$ cat config.mk
export PLATFORM = sky130hd
export DESIGN_NAME = fault_report
export DESIGN_NICKNAME = d
export VERILOG_FILES = /design/src/rtl/xlate_pkg.sv /design/src/rtl/fault_report.sv
export SDC_FILE = /design/constraint.sdc
export NUM_CORES = 1
export LEC_CHECK = 0
export ABC_CLOCK_PERIOD_IN_PS = 800
export BUFFER_PORTS_ARGS = -buffer_cell sky130_fd_sc_hd__buf_2
export CORE_MARGIN = 3
export CORE_UTILIZATION = 43
export DETAILED_ROUTE_END_ITERATION = 10
export PLACE_DENSITY = 0.76
export SLEW_MARGIN = 20
export SYNTH_ARGS = -nofsm -noshare
export SYNTH_HDL_FRONTEND = slang
export SYNTH_SLANG_ARGS = --single-unit
$ cat constraint.sdc
create_clock -name clk_i -period 0.8 [get_ports clk_i]
set_clock_uncertainty 0.05 [all_clocks]
set_input_delay 0.12 -clock clk_i [delete_from_list [all_inputs] [get_ports clk_i]]
set_output_delay 0.12 -clock clk_i [all_outputs]
set_load 0.02 [all_outputs]
$ cat src/rtl/xlate_pkg.sv
package xlate_pkg;
  localparam logic [1:0] ACC_RD = 2'd0;
  localparam logic [1:0] ACC_WR = 2'd1;
  localparam logic [1:0] ACC_EX = 2'd2;

  localparam logic [1:0] EXC_ISEG = 2'd0;
  localparam logic [1:0] EXC_DSEG = 2'd1;
  localparam logic [1:0] EXC_ISTO = 2'd2;
  localparam logic [1:0] EXC_DSTO = 2'd3;

  localparam int RB_RD = 0;
  localparam int RB_WR = 1;
  localparam int RB_EX = 2;

  localparam int ENT_W    = 6;
  localparam int ENT_PRIV = 3;
  localparam int ENT_ATT  = 4;
  localparam logic [1:0] ATT_NIO = 2'b11;

  localparam int CB_GUARD = 0;
  localparam int CB_PROT  = 1;
  localparam int CB_STORE = 2;
endpackage

$ cat src/rtl/fault_report.sv
module fault_report
  import xlate_pkg::*;
#(
  parameter int EA_W    = 64,
  parameter int LPID_W  = 12,
  parameter int PID_W   = 20,
  parameter int CAUSE_W = 8
) (
  input  logic               clk_i,
  input  logic               rst_ni,
  input  logic               req_i,
  input  logic [1:0]         acc_i,
  input  logic [EA_W-1:0]    ea_i,
  input  logic               legal_i,
  input  logic               deny_i,
  input  logic [CAUSE_W-1:0] cause_i,
  input  logic [2:0]         rights_i,
  input  logic [LPID_W-1:0]  lpid_i,
  input  logic [PID_W-1:0]   pid_i,
  output logic               valid_o,
  output logic               grant_o,
  output logic               fault_o,
  output logic [2:0]         rights_o,
  output logic [LPID_W-1:0]  lpid_o,
  output logic [PID_W-1:0]   pid_o,
  output logic [1:0]         exc_o,
  output logic [CAUSE_W-1:0] cause_o,
  output logic [EA_W-1:0]    fault_addr_o,
  output logic [EA_W-1:0]    dar_o,
  output logic [CAUSE_W-1:0] dsisr_o,
  output logic [CAUSE_W-1:0] err_code_o
);
  logic               is_fetch;
  logic [CAUSE_W-1:0] sto_cause;

  assign is_fetch = (acc_i == ACC_EX);

  always_comb begin
    sto_cause = cause_i;
    if (acc_i == ACC_WR) sto_cause[CB_STORE] = 1'b1;
  end

  always_ff @(posedge clk_i or negedge rst_ni) begin
    if (!rst_ni) begin
      valid_o      <= 1'b0;
      grant_o      <= 1'b0;
      fault_o      <= 1'b0;
      rights_o     <= '0;
      lpid_o       <= '0;
      pid_o        <= '0;
      exc_o        <= '0;
      cause_o      <= '0;
      fault_addr_o <= '0;
      dar_o        <= '0;
      dsisr_o      <= '0;
      err_code_o   <= '0;
    end else begin
      valid_o <= req_i;
      if (!req_i) begin
        grant_o <= 1'b0;
        fault_o <= 1'b0;
      end else if (!legal_i) begin
        grant_o      <= 1'b0;
        fault_o      <= 1'b1;
        rights_o     <= '0;
        lpid_o       <= '0;
        pid_o        <= '0;
        exc_o        <= is_fetch ? EXC_ISEG : EXC_DSEG;
        cause_o      <= '0;
        fault_addr_o <= ea_i;
        err_code_o   <= '0;
        if (!is_fetch) dar_o <= ea_i;
      end else if (deny_i) begin
        grant_o      <= 1'b0;
        fault_o      <= 1'b1;
        rights_o     <= '0;
        lpid_o       <= lpid_i;
        pid_o        <= pid_i;
        fault_addr_o <= ea_i;
        if (is_fetch) begin
          exc_o      <= EXC_ISTO;
          cause_o    <= cause_i;
          err_code_o <= cause_i;
        end else begin
          exc_o      <= EXC_DSTO;
          cause_o    <= sto_cause;
          dsisr_o    <= sto_cause;
          dar_o      <= ea_i;
          err_code_o <= '0;
        end
      end else begin
        grant_o      <= 1'b1;
        fault_o      <= 1'b0;
        rights_o     <= rights_i;
        lpid_o       <= lpid_i;
        pid_o        <= pid_i;
        exc_o        <= '0;
        cause_o      <= '0;
        fault_addr_o <= '0;
      end
    end
  end

  assert_one_cycle_R1: assert property (@(posedge clk_i) disable iff (!rst_ni)
    req_i |=> valid_o);
  assert_excl_R1: assert property (@(posedge clk_i) disable iff (!rst_ni)
    valid_o |-> (grant_o ^ fault_o));
  assert_idle_R1: assert property (@(posedge clk_i) disable iff (!rst_ni)
    !valid_o |-> (!grant_o && !fault_o));
  assert_seg_clean_R4: assert property (@(posedge clk_i) disable iff (!rst_ni)
    (valid_o && fault_o && !exc_o[1]) |-> (cause_o == '0 && rights_o == 3'b000));
  assert_store_bit_R10: assert property (@(posedge clk_i) disable iff (!rst_ni)
    (valid_o && fault_o && exc_o == EXC_DSTO) |->
      (cause_o[CB_STORE] == ($past(acc_i) == ACC_WR)));
  assert_dar_R10: assert property (@(posedge clk_i) disable iff (!rst_ni)
    (valid_o && fault_o && exc_o[0]) |-> (dar_o == fault_addr_o));
  assert_dsisr_hold_R10: assert property (@(posedge clk_i) disable iff (!rst_ni)
    (valid_o && !(fault_o && exc_o == EXC_DSTO)) |-> $stable(dsisr_o));
  assert_err_R11: assert property (@(posedge clk_i) disable iff (!rst_ni)
    (valid_o && fault_o && exc_o == EXC_ISTO) |-> (err_code_o == cause_o));
  assert_wr_right_R9: assert property (@(posedge clk_i) disable iff (!rst_ni)
    (valid_o && grant_o && $past(acc_i) == ACC_WR) |-> rights_o[RB_WR]);
endmodule

==> metrics.yaml, run 1 <==
outcome:
  outcome: "finished with violations"
  violations: "setup timing"
critical_path:
  start_kind: "register"
  r2r_start: "fault_addr_o[42]$_DFFE_PN0P_"
  crit_buf_inv: 1
  worstSetupPathType: "reg2out"
  crit_path_end_kind: "output port"
  cp.arrival_ns: 1.05
  cp_slowest_cell: "dfrtp_1"
  r2r_setup_slack_ns: -0.26
  crit_fanout: 2
  critPathTopFamily: "flip-flops"
  crit_required_ns: 0.63
  cpPeakStageDelay_ns: 0.46
  crit_chain: "buf_6"
  regToRegEndpoint: "fault_addr_o[42]$_DFFE_PN0P_"
  reg2reg_depth: 2
clock_tree:
  clock-root-buffer: "clkbuf_16"
  cts_made_buffers: 17
  htreeDepth: 4
  clkSinkCount: 192
  path_clk_slew_ns: 0.08
  cts_buffer_depth: 2
  clk_latency_ns: 0.41
  cts_tree: "done"
pwr:
  total_power_mw: 30.5
  ir_worst_vdd_uv: 1870
  powerDensity_nw_per_um2: 2200
  p_leak_nw: 6.99
logic_synthesis:
  synth_top_area_share_pct: 67.7
  synth_area_leaders: "dfrtp_1 68%, a22o_1 11%, mux2_2 10%"
  synth_fp_nets: 598
  syn_area_per_cell_sq_um: 14.7
  synth_cell_types: 23
  yosys_warnings: 0
  ys_seq_elements: 192
  synth_cells: 484
  syn_area_sq_um: 7090
  synth-seq-area-share_pct: 67.7
  yosys.area.top_type: "dfrtp_1"
routing:
  drtIter0Drc: 566
  vias_per_cell: 5.70
  avgRoutedWirePerCell_um: 27.6
  final_antenna_net_count: 0
  drc: 0
  drt_wl_total_um: 35400
  dr.pass1.iters: 7
  vias: 7311
timing:
  worst-slew-pin-transition_ns: 0.290
  maxSlewHeadroom_pct: 80.7
  drv_slew: 0
  min_period_ns: 1.22
  fin_ws_ns: -0.424
  clock.fmax_mhz: 817
  setup_violations: 346
  holdWs_ns: 0.0438
  period_share_pct: 153
  rsz0062_at_grt: "yes"
  hold_viol_final: 0
global_routing:
  grt_max_degree: 40
  grt_pass1_wl_um: 45500
  first_global_vias: 7501
  gr-usage-all-layers_pct: 33.3
  grt_overflow: 0
  antenna_found_initial: 2
layout:
  drive_gt1_share_pct: 58.0
  finalInstanceArea_sq_um: 13900
  nets: 1167
  area_growth_pct: 95.5
  fin_util_pct: 86.7
place:
  placedInstanceArea_sq_um: 9260
  gp_congestion: 0.865
  portBuffers: 305
  place_hpwl_um: 14000
  pre_cts_slack_ns: -0.508
min_path:
  min_from: "acc_i[0]"
  min-delay-path-class: "in2reg"
  min_to: "cause_o[2]$_DFFE_PN0P_"
  worstHoldPathCells: 4
floorplan:
  die-area_sq_um: 18100
  rows: 46
  die_h_um: 134
  boundaryPins: 306
  fp.dieW_um: 134
  start_util_pct: 44.3
  core_sq_um: 16000
run:
  cap_violations: 0
==> flip-flops by register name, summed over array words and instances, names as in the netlist <==
signal        flops
cause_o           8
dar_o            64
dsisr_o           8
err_code_o        8
exc_o             2
fault_addr_o     64
fault_o           1
grant_o           1
lpid_o           12
pid_o            20
rights_o          3
valid_o           1
==> routing by layer <==
metal | vias up | wire length [um] | global-route usage, %
met2 | 586 | 17400 | 57.0
li1 | 2873 | - | -
met5 | - | 13 | 0
met4 | 2 | 2290 | 17.9
met3 | 174 | 3300 | 9.45
met1 | 3676 | 12400 | 37.7
==> cell usage after synthesis (all sizes together) <==
cell type / count
dfrtp: 192
a22o: 88
mux2: 71
inv: 30
nand3: 28
o21ai: 27
buf: 24
clkbuf: 11
a21oi: 3
and2: 2
nand2b: 2
nor2: 2
a21o: 1
and3: 1
nand2: 1
o2bb2ai: 1
==> final cells by class <==
class,count,area (sq um)
fill,613,2130
tap,216,270
clock buffer,18,429
antenna,1,2.50
timing repair buffer,585,5790
inverter,30,115
sequential,192,4820
clock inverter,14,174
multi-input combinational,227,2270
==> placed cells by master, fill, tap and decap left out, drive strengths merged, types with 20 or more instances in the layout <==
| master | count |
|---|---|
| a22o | 88 |
| buf | 475 |
| clkbuf | 20 |
| dfrtp | 192 |
| dlygate4sd3 | 108 |
| inv | 36 |
| mux2 | 71 |
| nand3 | 28 |
| o21ai | 27 |
==> where the power goes <==
part / switching, mW / internal [mW]
clock: 4.16 / 4.74
combinational: 4.20 / 5.34
sequential: 1.24 / 10.8
total: 9.60 / 20.9
==> cell families after synthesis <==
| logic type | count (synthesis) | share of synthesized area, % |
|---|---|---|
| buffers and inverters | 65 | 4.71 |
| multiplexers | 71 | 11.6 |
| AND/OR/NAND/NOR | 36 | 2.68 |
| flip-flops | 192 | 67.7 |
| AO/OA/AOI/OAI | 120 | 13.2 |
==> through the flow <==
| stage | setup TNS (ns) | std cells |
|---|---|---|
| floorplan | -32.94 | 484 |
| global placement | -72.87 | 1008 |
| detailed placement | -76.08 | 1008 |
| CTS | -75.65 | 1235 |
| global route | -92.31 | 1283 |
| finish | -86.88 | 1283 |
==> worst max path at each step <==
stage | start | cells after the start | end
floorplan | req_i | 5 | dsisr_o[0]$_DFFE_PN0P_
global placement | acc_i[0] | 5 | dar_o[28]$_DFFE_PN0P_
detailed placement | acc_i[0] | 5 | dar_o[31]$_DFFE_PN0P_
CTS | lpid_o[10]$_DFFE_PN0P_ | 1 | lpid_o[10]
global route | dar_o[0]$_DFFE_PN0P_ | 1 | dar_o[0]
finish | lpid_o[6]$_DFFE_PN0P_ | 1 | lpid_o[6]
==> what timing repair did <==
action / in CTS / in global routing
hold buffers: 108 / 1
buffers inserted: 81 / 90
pin swaps: 49 / 51
hold endpoints to repair: 379 / 2
setup endpoints to repair: 255 / 358
gates resized for setup: 439 / 142
cloned: 6 / 1
(Power assumes the default switching activity.)
==> run 2, diff against run 1 <==
Settings changed: CELL_PAD_IN_SITES_DETAIL_PLACEMENT set to 0, CELL_PAD_IN_SITES_GLOBAL_PLACEMENT set to 1, CORE_UTILIZATION 43 to 33, PLACE_DENSITY 0.76 to not set, PLACE_DENSITY_LB_ADDON set to 0.1.
==> run 2 against run 1 <==
Compared with the run above: flip-flop and latch count did not move; combinational power down 12%; critical endpoint is now fault_addr_o[30]; largest power group unchanged; sequential power about the same; the flow still finishes with violations (setup timing); critical path type unchanged; fmax is 5.1% higher.
==> metrics.yaml, run 2 (synthesis gave the netlist of run 1 again) <==
timing:
  fin_ws_ns: -0.365
  drv_slew: 0
  rsz0062_at_grt: "yes"
  finalSetupTns_ns: -74.87
  setup_violations: 306
  worst-slew-pin-transition_ns: 0.340
  hold_viol_final: 0
  maxSlewHeadroom_pct: 77.3
  clock.fmax_mhz: 858
  holdWs_ns: 0.0283
  period_share_pct: 146
  min_period_ns: 1.17
layout:
  area_growth_pct: 89.8
  drive_gt1_share_pct: 55.2
  final_common_cell: "buf_6"
  final_cell_count_no_fill: 1299
  final_cell_mix: "249 x buf_6, 184 x dfrtp_1, 109 x dlygate4sd3_1, 108 x buf_2, 88 x a22o_1"
  n_antenna_cell: 0
  nets: 1130
  reg.largest.list: "dar_o: 64 flops, fault_addr_o: 64 flops, pid_o: 20 flops"
  finalInstanceArea_sq_um: 13500
place:
  gp_congestion: 0.787
  placedInstanceArea_sq_um: 9330
  place_hpwl_um: 15700
  dp.cells: 1064
  portBuffers: 305
clock_tree:
  path_clk_slew_ns: 0.07
  htreeDepth: 4
  clk_latency_ns: 0.42
  cts_made_buffers: 17
  cts_buffer_depth: 2
  clkSinkCount: 192
  clock-root-buffer: "clkbuf_16"
  cts_tree: "done"
critical_path:
  cp_slowest_cell: "dfrtp_1"
  critPathTopFamily: "flip-flops"
  crit_fanout: 2
  crit_buf_inv: 1
  crit_required_ns: 0.63
  crit_chain: "buf_6"
  worstSetupPathType: "reg2out"
  crit_path_end_kind: "output port"
  cp.arrival_ns: 1.00
  cpPeakStageDelay_ns: 0.42
  start_kind: "register"
pwr:
  total_power_mw: 29.2
  p_leak_nw: 6.75
  ir_worst_vdd_uv: 1130
  powerDensity_nw_per_um2: 2170
global_routing:
  first_global_vias: 6675
  grt_max_degree: 37
  grt_pass1_wl_um: 37600
  grt_overflow: 0
  gr-usage-all-layers_pct: 20.2
  antenna_found_initial: 0
floorplan:
  boundaryPins: 306
  core_sq_um: 20700
  die-area_sq_um: 23300
  rows: 52
  start_util_pct: 34.3
  die_h_um: 153
  fp.dieW_um: 153
run:
  cap_violations: 0
routing:
  final_antenna_net_count: 0
  avgRoutedWirePerCell_um: 18.8
  drtIter0Drc: 216
  drc: 0
  dr.pass1.iters: 4
  vias_per_cell: 4.77
  drt_wl_total_um: 24500
  vias: 6201
outcome:
  violations: "setup timing"
  outcome: "finished with violations"
min_path:
  min-delay-path-class: "in2reg"
[run 2: cell count changes in the layout (fill, tap and decap cells not counted), sizes merged]
cell / before / now
inv: 36 / 38
diode: 1 / 0
dlygate4sd3: 108 / 109
clkbuf: 20 / 19
clkinv: 3 / 4
clkinvlp: 3 / 0
buf: 475 / 438
[run 2: where the power goes]
part,internal (mW),total (mW),switching (mW)
clock,4.90,8.98,4.08
combinational,4.94,8.43,3.48
sequential,10.8,11.8,0.954
[run 2: final timing paths]
kind | from | to | slack [ns] | cells past startpoint
worst min register to register | rights_o[2]$_DFFE_PN0P_ | rights_o[2]$_DFFE_PN0P_ | 0.48 | 1
worst max register to register | fault_addr_o[30]$_DFFE_PN0P_ | fault_addr_o[30]$_DFFE_PN0P_ | -0.23 | 3
min in group asynchronous | rst_ni | dar_o[34]$_DFFE_PN0P_ | 0.11 | 2
max in group asynchronous | rst_ni | cause_o[1]$_DFFE_PN0P_ | 0.09 | 3
worst min-delay path | acc_i[1] | cause_o[2]$_DFFE_PN0P_ | 0.03 | 4
worst max-delay path | fault_addr_o[30]$_DFFE_PN0P_ | fault_addr_o[30] | -0.37 | 1
[run 2: metal layers]
layer	global-route usage, %	up-vias	share of wire [%]
li1	-	2796	-
met1	25.9	3131	41
met2	33.5	243	50
met3	5.40	31	7.1
met4	6.19	0	1.9
met5	0	-	0
[run 2: timing repair]
| action | in CTS | in global routing |
|---|---|---|
| hold buffers | 108 | 2 |
| gates resized for setup | 435 | 83 |
| endpoints found under the hold margin | 379 | 3 |
| setup buffers | 65 | 50 |
| gates cloned | 4 | 0 |
| pin swaps | 35 | 45 |
| endpoints found under the setup margin | 267 | 342 |
[run 2: cell type report]
cell class,instances,area (sq um)
Tap cell,270,338
Multi-Input combinational cell,227,2250
Timing Repair Buffer,548,5320
Inverter,30,113
Clock buffer,18,439
Fill cell,1527,7230
Clock inverter,14,193
Sequential cell,192,4810
[run 2: worst reg2reg max path, stage by stage, from the launching register on]
cell and delay, ns:
dfrtp_1 0.42, buf_6 0.14, buf_6 0.10, a22o_1 0.20
[run 2: through the flow]
step / utilization [%] / worst slack [ns]
2_1_floorplan: - / -0.325
3_3_place_gp: 45.1 / -0.528
3_5_place_dp: 45.1 / -0.544
4_1_cts: 63.1 / -0.396
5_1_grt: 65.0 / -0.416
6_report: 65.0 / -0.365
==> run 3, diff against run 2 <==
Settings changed: REMOVE_ABC_BUFFERS set to 1.
==> run 3 against run 2 <==
Compared with the run above: the run still ends with setup timing left; worst hold slack better by 0.051 ns; critical endpoint is now lpid_o[7]; global-route usage increased by 0.61 points; register-to-register slack gained 0.06 ns; cell area rose by 1.4%; cell count rose by 0.23%; fmax rose by 0.28%; clock-buffer cell count stayed put.
==> metrics.yaml, run 3 (synthesis gave the netlist of run 1 again) <==
critical_path:
  crit_fanout: 2
  crit_path_end_kind: "output port"
  crit_chain: "buf_6"
  cp.arrival_ns: 0.99
  reg2reg_depth: 3
  start_kind: "register"
  critPathTopFamily: "flip-flops"
  r2r_setup_slack_ns: -0.17
  crit_required_ns: 0.63
  crit_buf_inv: 1
  cpPeakStageDelay_ns: 0.42
  regToRegEndpoint: "fault_addr_o[22]$_DFFE_PN0P_"
  cp_slowest_cell: "dfrtp_1"
  r2r_start: "fault_addr_o[22]$_DFFE_PN0P_"
  worstSetupPathType: "reg2out"
timing:
  maxSlewHeadroom_pct: 79.3
  drv_slew: 0
  finalSetupTns_ns: -75.69
  period_share_pct: 145
  fin_ws_ns: -0.362
  min_period_ns: 1.16
  worst-slew-pin-transition_ns: 0.310
  hold_viol_final: 0
  clock.fmax_mhz: 861
  rsz0062_at_grt: "yes"
  setup_violations: 334
clock_tree:
  cts_made_buffers: 17
  htreeDepth: 4
  clkSinkCount: 192
  cts_buffer_depth: 2
  cts_tree: "done"
  clock-root-buffer: "clkbuf_16"
  path_clk_slew_ns: 0.07
  clk_latency_ns: 0.43
routing:
  avgRoutedWirePerCell_um: 19.3
  dr.pass1.iters: 4
  drtIter0Drc: 213
  vias: 6184
  drc: 0
  vias_per_cell: 4.75
  drt_wl_total_um: 25100
  final_antenna_net_count: 0
global_routing:
  grt_overflow: 0
  first_global_vias: 6722
  grt_max_degree: 49
  antenna_found_initial: 0
  gr-usage-all-layers_pct: 20.8
  grt_pass1_wl_um: 38600
layout:
  n_antenna_cell: 0
  nets: 1134
  fill_cells: 1482
  reg.largest.list: "dar_o: 64 flops, fault_addr_o: 64 flops, pid_o: 20 flops"
  finalInstanceArea_sq_um: 13600
  drive_gt1_share_pct: 54.7
  final_common_cell: "buf_6"
  area_growth_pct: 92.4
  final_cell_mix: "238 x buf_6, 192 x dfrtp_1, 109 x dlygate4sd3_1, 107 x buf_2, 88 x a22o_1"
min_path:
  min_to: "pid_o[4]$_DFFE_PN0P_"
  min_from: "req_i"
  worstHoldPathCells: 3
  min-delay-path-class: "in2reg"
place:
  pre_cts_slack_ns: -0.550
  place_hpwl_um: 14900
  portBuffers: 305
  gp_congestion: 0.761
  placedInstanceArea_sq_um: 9140
run:
  cap_violations: 0
outcome:
  outcome: "finished with violations"
  violations: "setup timing"
floorplan:
  rows: 52
  start_util_pct: 34.3
  fp.dieW_um: 153
  die-area_sq_um: 23300
  die_h_um: 153
  boundaryPins: 306
  core_sq_um: 20700
pwr:
  p_leak_nw: 6.83
  ir_worst_vdd_uv: 1400
  powerDensity_nw_per_um2: 2110
==> run 3: changes by cell type in the layout (fill, tap and decap cells not counted), sizes merged <==
cell / change
clkinvlp: +2
clkbuf: +2
buf: +2
inv: -2
clkinv: -1
==> run 3: stage by stage <==
| stage | total power [mW] | hold WS [ns] | utilization (%) | instances |
|---|---|---|---|---|
| after floorplan | 14.2 | -0.226 | - | 449 |
| after global placement | 16.6 | -0.00270 | 44.2 | 1055 |
| after detailed placement | 16.7 | 0.00141 | 44.2 | 1055 |
| after CTS | 28.4 | 0.0258 | 63.5 | 1269 |
| after global routing | 30.1 | 0.0782 | 65.9 | 1302 |
| final | 28.9 | 0.0790 | 65.9 | 1302 |
==> run 3: layout make-up <==
class	instances	area, sq um	area share, %
multi-input combinational	227	2240	16.4
clock inverter	13	151	1.11
clock buffer	18	439	3.22
inverter	30	120	0.880
tap	270	338	2.48
timing repair buffer	552	5560	40.7
sequential	192	4800	35.2
==> run 3: worst max-delay path by stage <==
| stage | start | cells past startpoint | slack [ns] | to |
|---|---|---|---|---|
| 3_5_place_dp | acc_i[0] | 5 | -0.55 | dar_o[50]$_DFFE_PN0P_ |
| 6_report | lpid_o[7]$_DFFE_PN0P_ | 1 | -0.36 | lpid_o[7] |
| 5_1_grt | err_code_o[4]$_DFFE_PN0P_ | 1 | -0.42 | err_code_o[4] |
| 2_1_floorplan | acc_i[0] | 3 | -1.89 | dar_o[0]$_DFFE_PN0P_ |
| 4_1_cts | fault_addr_o[45]$_DFFE_PN0P_ | 1 | -0.39 | fault_addr_o[45] |
| 3_3_place_gp | acc_i[0] | 5 | -0.54 | dar_o[23]$_DFFE_PN0P_ |
==> run 3: where the power goes <==
group	total, mW	internal (mW)	leakage [nW]	switching (mW)
Clock	8.61	4.75	0.287	3.86
Combinational	8.49	4.96	4.16	3.53
Sequential	11.8	10.8	2.39	0.933
Total	28.9	20.5	6.83	8.32
==> run 3: timing repair <==
action | 4_1_cts | 5_1_grt
cloned | 11 | 4
endpoints found under the hold margin | 379 | 0
pin swaps | 37 | 39
hold buffers | 109 | 0
setup endpoints to repair | 303 | 401
gates resized for setup | 454 | 96
buffers inserted | 64 | 50
==> run 3: layer usage <==
metal	part of all wire (%)	vias up	routed length, um	global-route usage (%)
li1	-	2809	-	-
met1	41	3129	10300	26.0
met2	51	213	12800	35.0
met3	5.6	33	1420	5.96
met4	2.3	0	578	6.41
met5	0	-	0	0
